## src/rtl/prio_arb_pkg.sv

```systemverilog
package prio_arb_pkg;
  localparam int unsigned LVL_W = 3;
  localparam int unsigned CNT_W = 3;

  typedef logic [LVL_W-1:0] lvl_t;

  localparam lvl_t LVL_AFTER_RST = '0;
  localparam lvl_t LVL_AFTER_WDT = '1;

  // decision delay in clocks for each select code; reserved code acts as the slowest
  function automatic logic [CNT_W-1:0] wait_cycles(input logic [1:0] sel);
    case (sel)
      2'b01:   return CNT_W'(4);
      2'b10:   return CNT_W'(2);
      default: return CNT_W'(7);
    endcase
  endfunction

  // a candidate displaces the running best only when strictly higher
  function automatic logic outranks(input lvl_t cand, input lvl_t best);
    return cand > best;
  endfunction
endpackage

```

## src/rtl/prio_arb_req.sv

```systemverilog
module prio_arb_req
  import prio_arb_pkg::*;
#(
  parameter int unsigned NUM_SRC = 8,
  parameter int unsigned NUM_EXT = 2
) (
  input  logic                       clk,
  input  logic                       rst_n,
  input  logic [NUM_SRC-NUM_EXT-1:0] hw_evt,
  input  logic [NUM_EXT-1:0]         ext_pin,
  input  logic [NUM_EXT-1:0]         ext_pol,
  input  logic [NUM_EXT-1:0]         ext_lvl,
  input  logic [NUM_SRC-1:0]         sw_clr,
  input  logic [NUM_SRC-1:0]         acc_clr,
  output logic [NUM_SRC-1:0]         req_eff,
  output logic [NUM_SRC-1:0]         req_q
);
  logic [NUM_SRC-1:0] set_w;
  logic               armed;

  // edge detectors stay blind until the first pin sample after reset
  always_ff @(posedge clk or negedge rst_n) begin
    if (!rst_n) armed <= 1'b0;
    else        armed <= 1'b1;
  end

  for (genvar i = 0; i < NUM_SRC; i++) begin : g_src
    if (i < NUM_EXT) begin : g_ext
      logic prev;
      always_ff @(posedge clk or negedge rst_n) begin
        if (!rst_n) prev <= 1'b0;
        else        prev <= ext_pin[i];
      end
      assign set_w[i] = armed & ~ext_lvl[i] &
                        (ext_pol[i] ? (~prev & ext_pin[i]) : (prev & ~ext_pin[i]));
      assign req_eff[i] = ext_lvl[i] ? (ext_pin[i] ^ ext_pol[i]) : req_q[i];
    end else begin : g_int
      assign set_w[i]   = hw_evt[i-NUM_EXT];
      assign req_eff[i] = req_q[i];
    end

    // a fresh hardware event outranks any clear in the same cycle
    always_ff @(posedge clk or negedge rst_n) begin
      if (!rst_n) req_q[i] <= 1'b0;
      else        req_q[i] <= set_w[i] | (req_q[i] & ~(sw_clr[i] | acc_clr[i]));
    end
  end

  assert_evt_beats_clear_R4: assert property (@(posedge clk) disable iff (!rst_n)
    (set_w != '0) |=> ((req_q & $past(set_w)) == $past(set_w)));
endmodule

```

## src/rtl/prio_arb_chain.sv

```systemverilog
module prio_arb_chain
  import prio_arb_pkg::*;
#(
  parameter int unsigned NUM_SRC = 8,
  parameter int unsigned IDX_W   = 4
) (
  input  logic [NUM_SRC-1:0] req,
  input  lvl_t [NUM_SRC-1:0] lvl,
  output logic               win_vld,
  output logic [IDX_W-1:0]   win_idx,
  output lvl_t               win_lvl
);
  lvl_t             st_lvl [NUM_SRC+1];
  logic [IDX_W-1:0] st_idx [NUM_SRC+1];
  logic             st_vld [NUM_SRC+1];

  assign st_lvl[0] = '0;
  assign st_idx[0] = '0;
  assign st_vld[0] = 1'b0;

  // stage i lets source i take over only on a strictly higher level
  for (genvar i = 0; i < NUM_SRC; i++) begin : g_stage
    logic take;
    assign take        = req[i] & outranks(lvl[i], st_lvl[i]);
    assign st_lvl[i+1] = take ? lvl[i] : st_lvl[i];
    assign st_idx[i+1] = take ? IDX_W'(i) : st_idx[i];
    assign st_vld[i+1] = take | st_vld[i];
  end

  assign win_vld = st_vld[NUM_SRC];
  assign win_idx = st_idx[NUM_SRC];
  assign win_lvl = st_lvl[NUM_SRC];
endmodule

```

## src/rtl/prio_arb.sv

```systemverilog
module prio_arb
  import prio_arb_pkg::*;
#(
  parameter int unsigned NUM_SRC = 8,
  parameter int unsigned NUM_EXT = 2,
  localparam int unsigned IDX_W  = $clog2(NUM_SRC + 2)
) (
  input  logic                       clk,
  input  logic                       rst_n,
  input  logic                       fetch,
  input  logic [1:0]                 dly_sel,
  input  logic [LVL_W-1:0]           cpu_ipl,
  input  logic                       cpu_idis,
  input  logic [NUM_SRC*LVL_W-1:0]   src_lvl,
  input  logic [NUM_SRC-NUM_EXT-1:0] hw_evt,
  input  logic [NUM_EXT-1:0]         ext_pin,
  input  logic [NUM_EXT-1:0]         ext_pol,
  input  logic [NUM_EXT-1:0]         ext_lvl,
  input  logic [NUM_SRC-1:0]         sw_clr,
  input  logic                       rst_evt,
  input  logic                       wdt_evt,
  output logic                       irq_take,
  output logic [IDX_W-1:0]           irq_id,
  output logic [LVL_W-1:0]           irq_ipl,
  output logic [NUM_SRC-1:0]         req_pend,
  output logic                       wdt_pend
);
  localparam logic [IDX_W-1:0] WDT_ID = IDX_W'(NUM_SRC);
  localparam logic [IDX_W-1:0] RST_ID = IDX_W'(NUM_SRC + 1);

  logic [NUM_SRC-1:0] req_eff, req_q, acc_clr, snap_req;
  lvl_t [NUM_SRC-1:0] lvl_now, snap_lvl;
  logic               snap_rst, snap_wdt, rst_q, wdt_q, busy;
  logic [CNT_W-1:0]   cnt;
  logic               win_vld;
  logic [IDX_W-1:0]   win_idx;
  lvl_t               win_lvl;

  // named internal events
  logic fetch_ok, decide, grant_rst, grant_wdt, grant_src;

  assign lvl_now  = src_lvl;
  assign fetch_ok = fetch & ~busy;
  assign decide   = busy & (cnt == '0);

  prio_arb_req #(.NUM_SRC(NUM_SRC), .NUM_EXT(NUM_EXT)) u_req (
    .clk(clk), .rst_n(rst_n), .hw_evt(hw_evt), .ext_pin(ext_pin),
    .ext_pol(ext_pol), .ext_lvl(ext_lvl), .sw_clr(sw_clr),
    .acc_clr(acc_clr), .req_eff(req_eff), .req_q(req_q)
  );

  prio_arb_chain #(.NUM_SRC(NUM_SRC), .IDX_W(IDX_W)) u_chain (
    .req(snap_req), .lvl(snap_lvl),
    .win_vld(win_vld), .win_idx(win_idx), .win_lvl(win_lvl)
  );

  // fixed order: reset, then watchdog, then the chain winner
  assign grant_rst = decide & snap_rst;
  assign grant_wdt = decide & ~snap_rst & snap_wdt;
  assign grant_src = decide & ~snap_rst & ~snap_wdt & win_vld &
                     outranks(win_lvl, cpu_ipl) & ~cpu_idis;

  always_comb begin
    acc_clr = '0;
    if (grant_src) acc_clr[win_idx] = 1'b1;
  end

  always_ff @(posedge clk or negedge rst_n) begin
    if (!rst_n) begin
      busy     <= 1'b0;
      cnt      <= '0;
      snap_req <= '0;
      snap_lvl <= '0;
      snap_rst <= 1'b0;
      snap_wdt <= 1'b0;
    end else if (fetch_ok) begin
      busy     <= 1'b1;
      cnt      <= wait_cycles(dly_sel) - CNT_W'(1);
      snap_req <= req_eff;
      snap_lvl <= lvl_now;
      snap_rst <= rst_q;
      snap_wdt <= wdt_q;
    end else if (decide) begin
      busy     <= 1'b0;
    end else if (busy) begin
      cnt      <= cnt - CNT_W'(1);
    end
  end

  always_ff @(posedge clk or negedge rst_n) begin
    if (!rst_n) begin
      rst_q <= 1'b0;
      wdt_q <= 1'b0;
    end else begin
      rst_q <= rst_evt | (rst_q & ~grant_rst);
      wdt_q <= wdt_evt | (wdt_q & ~grant_wdt);
    end
  end

  always_ff @(posedge clk or negedge rst_n) begin
    if (!rst_n) begin
      irq_take <= 1'b0;
      irq_id   <= '0;
      irq_ipl  <= '0;
    end else begin
      irq_take <= grant_rst | grant_wdt | grant_src;
      if (grant_rst) begin
        irq_id  <= RST_ID;
        irq_ipl <= LVL_AFTER_RST;
      end else if (grant_wdt) begin
        irq_id  <= WDT_ID;
        irq_ipl <= LVL_AFTER_WDT;
      end else if (grant_src) begin
        irq_id  <= win_idx;
        irq_ipl <= win_lvl;
      end
    end
  end

  assign req_pend = req_q;
  assign wdt_pend = wdt_q;

  assert_take_single_R7: assert property (@(posedge clk) disable iff (!rst_n)
    irq_take |=> !irq_take);
  assert_src_above_ipl_R6: assert property (@(posedge clk) disable iff (!rst_n)
    (irq_take && irq_id < WDT_ID) |-> (irq_ipl > $past(cpu_ipl) && !$past(cpu_idis)));
  assert_wdt_level_R8: assert property (@(posedge clk) disable iff (!rst_n)
    (irq_take && irq_id == WDT_ID) |-> (irq_ipl == LVL_AFTER_WDT));
  assert_rst_level_R8: assert property (@(posedge clk) disable iff (!rst_n)
    (irq_take && irq_id == RST_ID) |-> (irq_ipl == LVL_AFTER_RST));
  assert_wdt_hold_R9: assert property (@(posedge clk) disable iff (!rst_n)
    $fell(wdt_pend) |-> (irq_take && irq_id == WDT_ID));
endmodule

```

## config.mk

```make
export PLATFORM = sky130hd
export DESIGN_NAME = prio_arb
export DESIGN_NICKNAME = d
export VERILOG_FILES = /design/src/rtl/prio_arb_pkg.sv /design/src/rtl/prio_arb_req.sv /design/src/rtl/prio_arb_chain.sv /design/src/rtl/prio_arb.sv
export SDC_FILE = /design/constraint.sdc
export NUM_CORES = 1
export LEC_CHECK = 0
export BUFFER_PORTS_ARGS = -buffer_cell sky130_fd_sc_hd__buf_2
export CAP_MARGIN = 20
export CORE_UTILIZATION = 48
export DETAILED_ROUTE_END_ITERATION = 8
export PLACE_DENSITY_LB_ADDON = 0.12
export SETUP_SLACK_MARGIN = 0.05
export SLEW_MARGIN = 20
export SYNTH_ARGS = -nofsm -noshare
export SYNTH_HDL_FRONTEND = slang
export SYNTH_HIERARCHICAL = 1
export SYNTH_SLANG_ARGS = --single-unit
```

## constraint.sdc

```tcl
create_clock -name clk -period 16.1 [get_ports clk]
set_input_delay 1.61 -clock clk [delete_from_list [all_inputs] [get_ports clk]]
set_output_delay 1.61 -clock clk [all_outputs]
set_load 0.02 [all_outputs]
```

==> flow_summary.yaml <==
cts:
  cts.clk_slew.worst_paths_ns: 0.07
  hold_buffers: 0
  cts_post_setup_buffers_inserted: 0
  clockBufferDepth: 2
  cts_tree: "done"
  root_buffer: "clkbuf_8"
  cts_sinks: 59
  clock_latency_ns: 0.34
  postCtsResizedCells: 0
  cts_made_buffers: 9
  cts-htree-levels: 3
setup_path:
  worstReg2RegEnd: "u_req/req_q[1]"
  r2r_cells: 54
  regToRegSetupSlack_ns: 3.44
  cp.arrival_ns: 12.89
  cp-end-kind: "flop"
  crit_path_frequent_cell: "ha_1"
  r2r_start: "snap_req[0]"
  cp_slowest_stage_delay_ns: 0.50
  critical_path.startpoint_type: "flop"
  criticalPathCategory: "reg2reg"
  worstPathMaxFanout: 11
  cp_slowest_cell: "a21oi_2"
  cp.required_ns: 16.33
status:
  status: "completed"
drt:
  num_vias: 3026
  routed_via_density: 5.563
  remaining_drc_errors: 0
  ant_nets: 0
  drtPass1Iterations: 4
  wire_per_inst_um: 15.13
  routed_wl_um: 8230
  initialDrtViolationCount: 174
synthesis:
  synth_edf_count: 0
  synth.avg_cell_area_um2: 10.07
  ys_ff_latch: 59
  synthesis.area_mm2: 0.003716
  syn_inst: 369
  synth.yosys.seq_area_share: 0.3973
  ys_async_sr_fraction: 1.000
  synth.area.top_cells: "dfrtp_1 40%, mux2_2 11%, ha_1 6.1%, nand2_1 3.5%, a21oi_1 3.0%"
  yosysMostFrequentCell: "dfrtp_1"
  netlist.area_leader.share: 0.3973
  synth_cell_types: 74
  yosys_most_used_dff: "dfrtp_1"
  yosysWarnings: 6
  syn_nets: 442
  synth_largest_area_cell: "dfrtp_1"
  synth_common_cells: "59 x dfrtp_1, 37 x mux2_2, 35 x nand2_1"
min_path:
  min_to: "rst_q"
  min_from: "rst_q"
  whs_path_depth: 1
  hp-class: "reg2reg"
floorplanning:
  die_y_um: 89.99
  rows: 31
  core_area_mm2: 0.007370
  fp.dieW_um: 89.99
  fp.dieArea_mm2: 0.008097
  start_util: 0.5042
  ios: 72
timing:
  tns_ns: 0
  worst_clock_skew_ns: 0.008885
  fmax_ghz: 0.07899
  hold_viol: 0
  rsz0062_at_grt: "no"
  tightest_slew_ns: 0.8211
  fin_crit_sh: 0.7863
  setup-violations-final: 0
  slew_headroom: 0.4468
  slew_violations: 0
  layout_min_cycle_time_ns: 12.66
place:
  dp_hpwl_um: 6142
  portBuffers: 71
  place_congestion: 0.8737
  placed_cells: 528
cells_and_area:
  post_route_cells_drive_above_1_share: 0.3236
  fin_nets: 513
  fill_cells: 657
  seq_area_mm2: 0.001476
  antenna_cells: 0
  final_cells: 544
  final_core_util: 0.5905
  area_growth_pct: 17.10
  multiInputGateArea_mm2: 0.002071
grt:
  grt_pass1_wl_um: 13870
  antenna_found_initial: 0
  first_global_vias: 2924
  grt_usage: 0.2154
  grt_max_degree: 60
  grt_overflow: 0
flow_run:
  maxCapViolations: 0
critical path: cells and delay by family (launching register included):
kind,cells,cell delay [ns]
compound gates,21,4.63
fa+ha+maj,10,2.75
buf+inv,1,0.08
flops,1,0.42
mux,2,0.75
simple gates,20,3.91
how the worst max path moves through the flow:
stage	from	endpoint	cells past startpoint	slack [ns]
2_1_floorplan	snap_req[0]	u_req/req_q[1]	54	5.11
3_3_place_gp	snap_req[0]	u_req/req_q[1]	54	3.88
3_5_place_dp	snap_req[0]	u_req/req_q[1]	54	3.67
4_1_cts	snap_req[0]	u_req/req_q[1]	54	3.60
5_1_grt	snap_req[0]	u_req/req_eff[5]	55	2.30
6_report	snap_req[0]	u_req/req_q[1]	54	3.44
cells in the final DEF (no fill, tap or decap), types with 6 or more instances in the layout:
master,n
mux2_2,37
a21oi_1,22
nand2_1,35
ha_1,18
nand2b_1,7
clkbuf_8,11
nand3_1,6
a21o_1,13
inv_1,22
mux2i_1,6
buf_2,71
dfrtp_1,59
o21ai_0,14
nor2_1,25
cell type report:
type,instances,area share
Timing Repair Buffer,73,0.08511
Clock inverter,4,0.01668
Clock buffer,12,0.03565
Multi-Input combinational cell,275,0.4758
Tap cell,99,0.02846
Inverter,22,0.01898
Sequential cell,59,0.3393
cells by family (layout without fill, tap and decap cells):
group / count (synthesis) / count (layout) / synth area share
simple gates: 114 / 114 / 0.1670
compound gates: 91 / 91 / 0.1818
flops: 59 / 59 / 0.3973
mux: 43 / 43 / 0.1283
buf+inv: 35 / 111 / 0.04545
fa+ha+maj: 21 / 21 / 0.06869
xor+xnor: 4 / 4 / 0.009429
other cells: 2 / 2 / 0.002021
through the flow:
| step | hold WS [ns] | setup WS, ns | instance area (µm²) |
|---|---|---|---|
| after floorplan | 0.4435 | 5.112 | 3716 |
| after global placement | 0.4572 | 3.884 | 4124 |
| after detailed placement | 0.4759 | 3.666 | 4124 |
| after CTS | 0.4918 | 3.596 | 4352 |
| after global routing | 0.5235 | 2.302 | 4352 |
| final | 0.4863 | 3.441 | 4352 |
layer usage:
| layer | vias up | track usage | wire length [µm] |
|---|---|---|---|
| li1 | 1483 | - | - |
| met4 | 0 | 0.09274 | 175 |
| met1 | 1434 | 0.2871 | 3711 |
| met3 | 19 | 0.04230 | 495 |
| met5 | - | 0 | 0 |
| met2 | 90 | 0.3423 | 3847 |
registers in the layout (all words and copies together), names as in the netlist, 2 cells and up:
register	count
snap_lvl	24
snap_req	8
u_req/req_eff	6
irq_id	4
cnt	3
irq_ipl	3
u_req/g_src.g_ext.prev	2
u_req/req_q	2
Power is left out: the tool's default activity adds up to more than one toggle a clock period on the data nets, which glitch-free logic cannot reach.
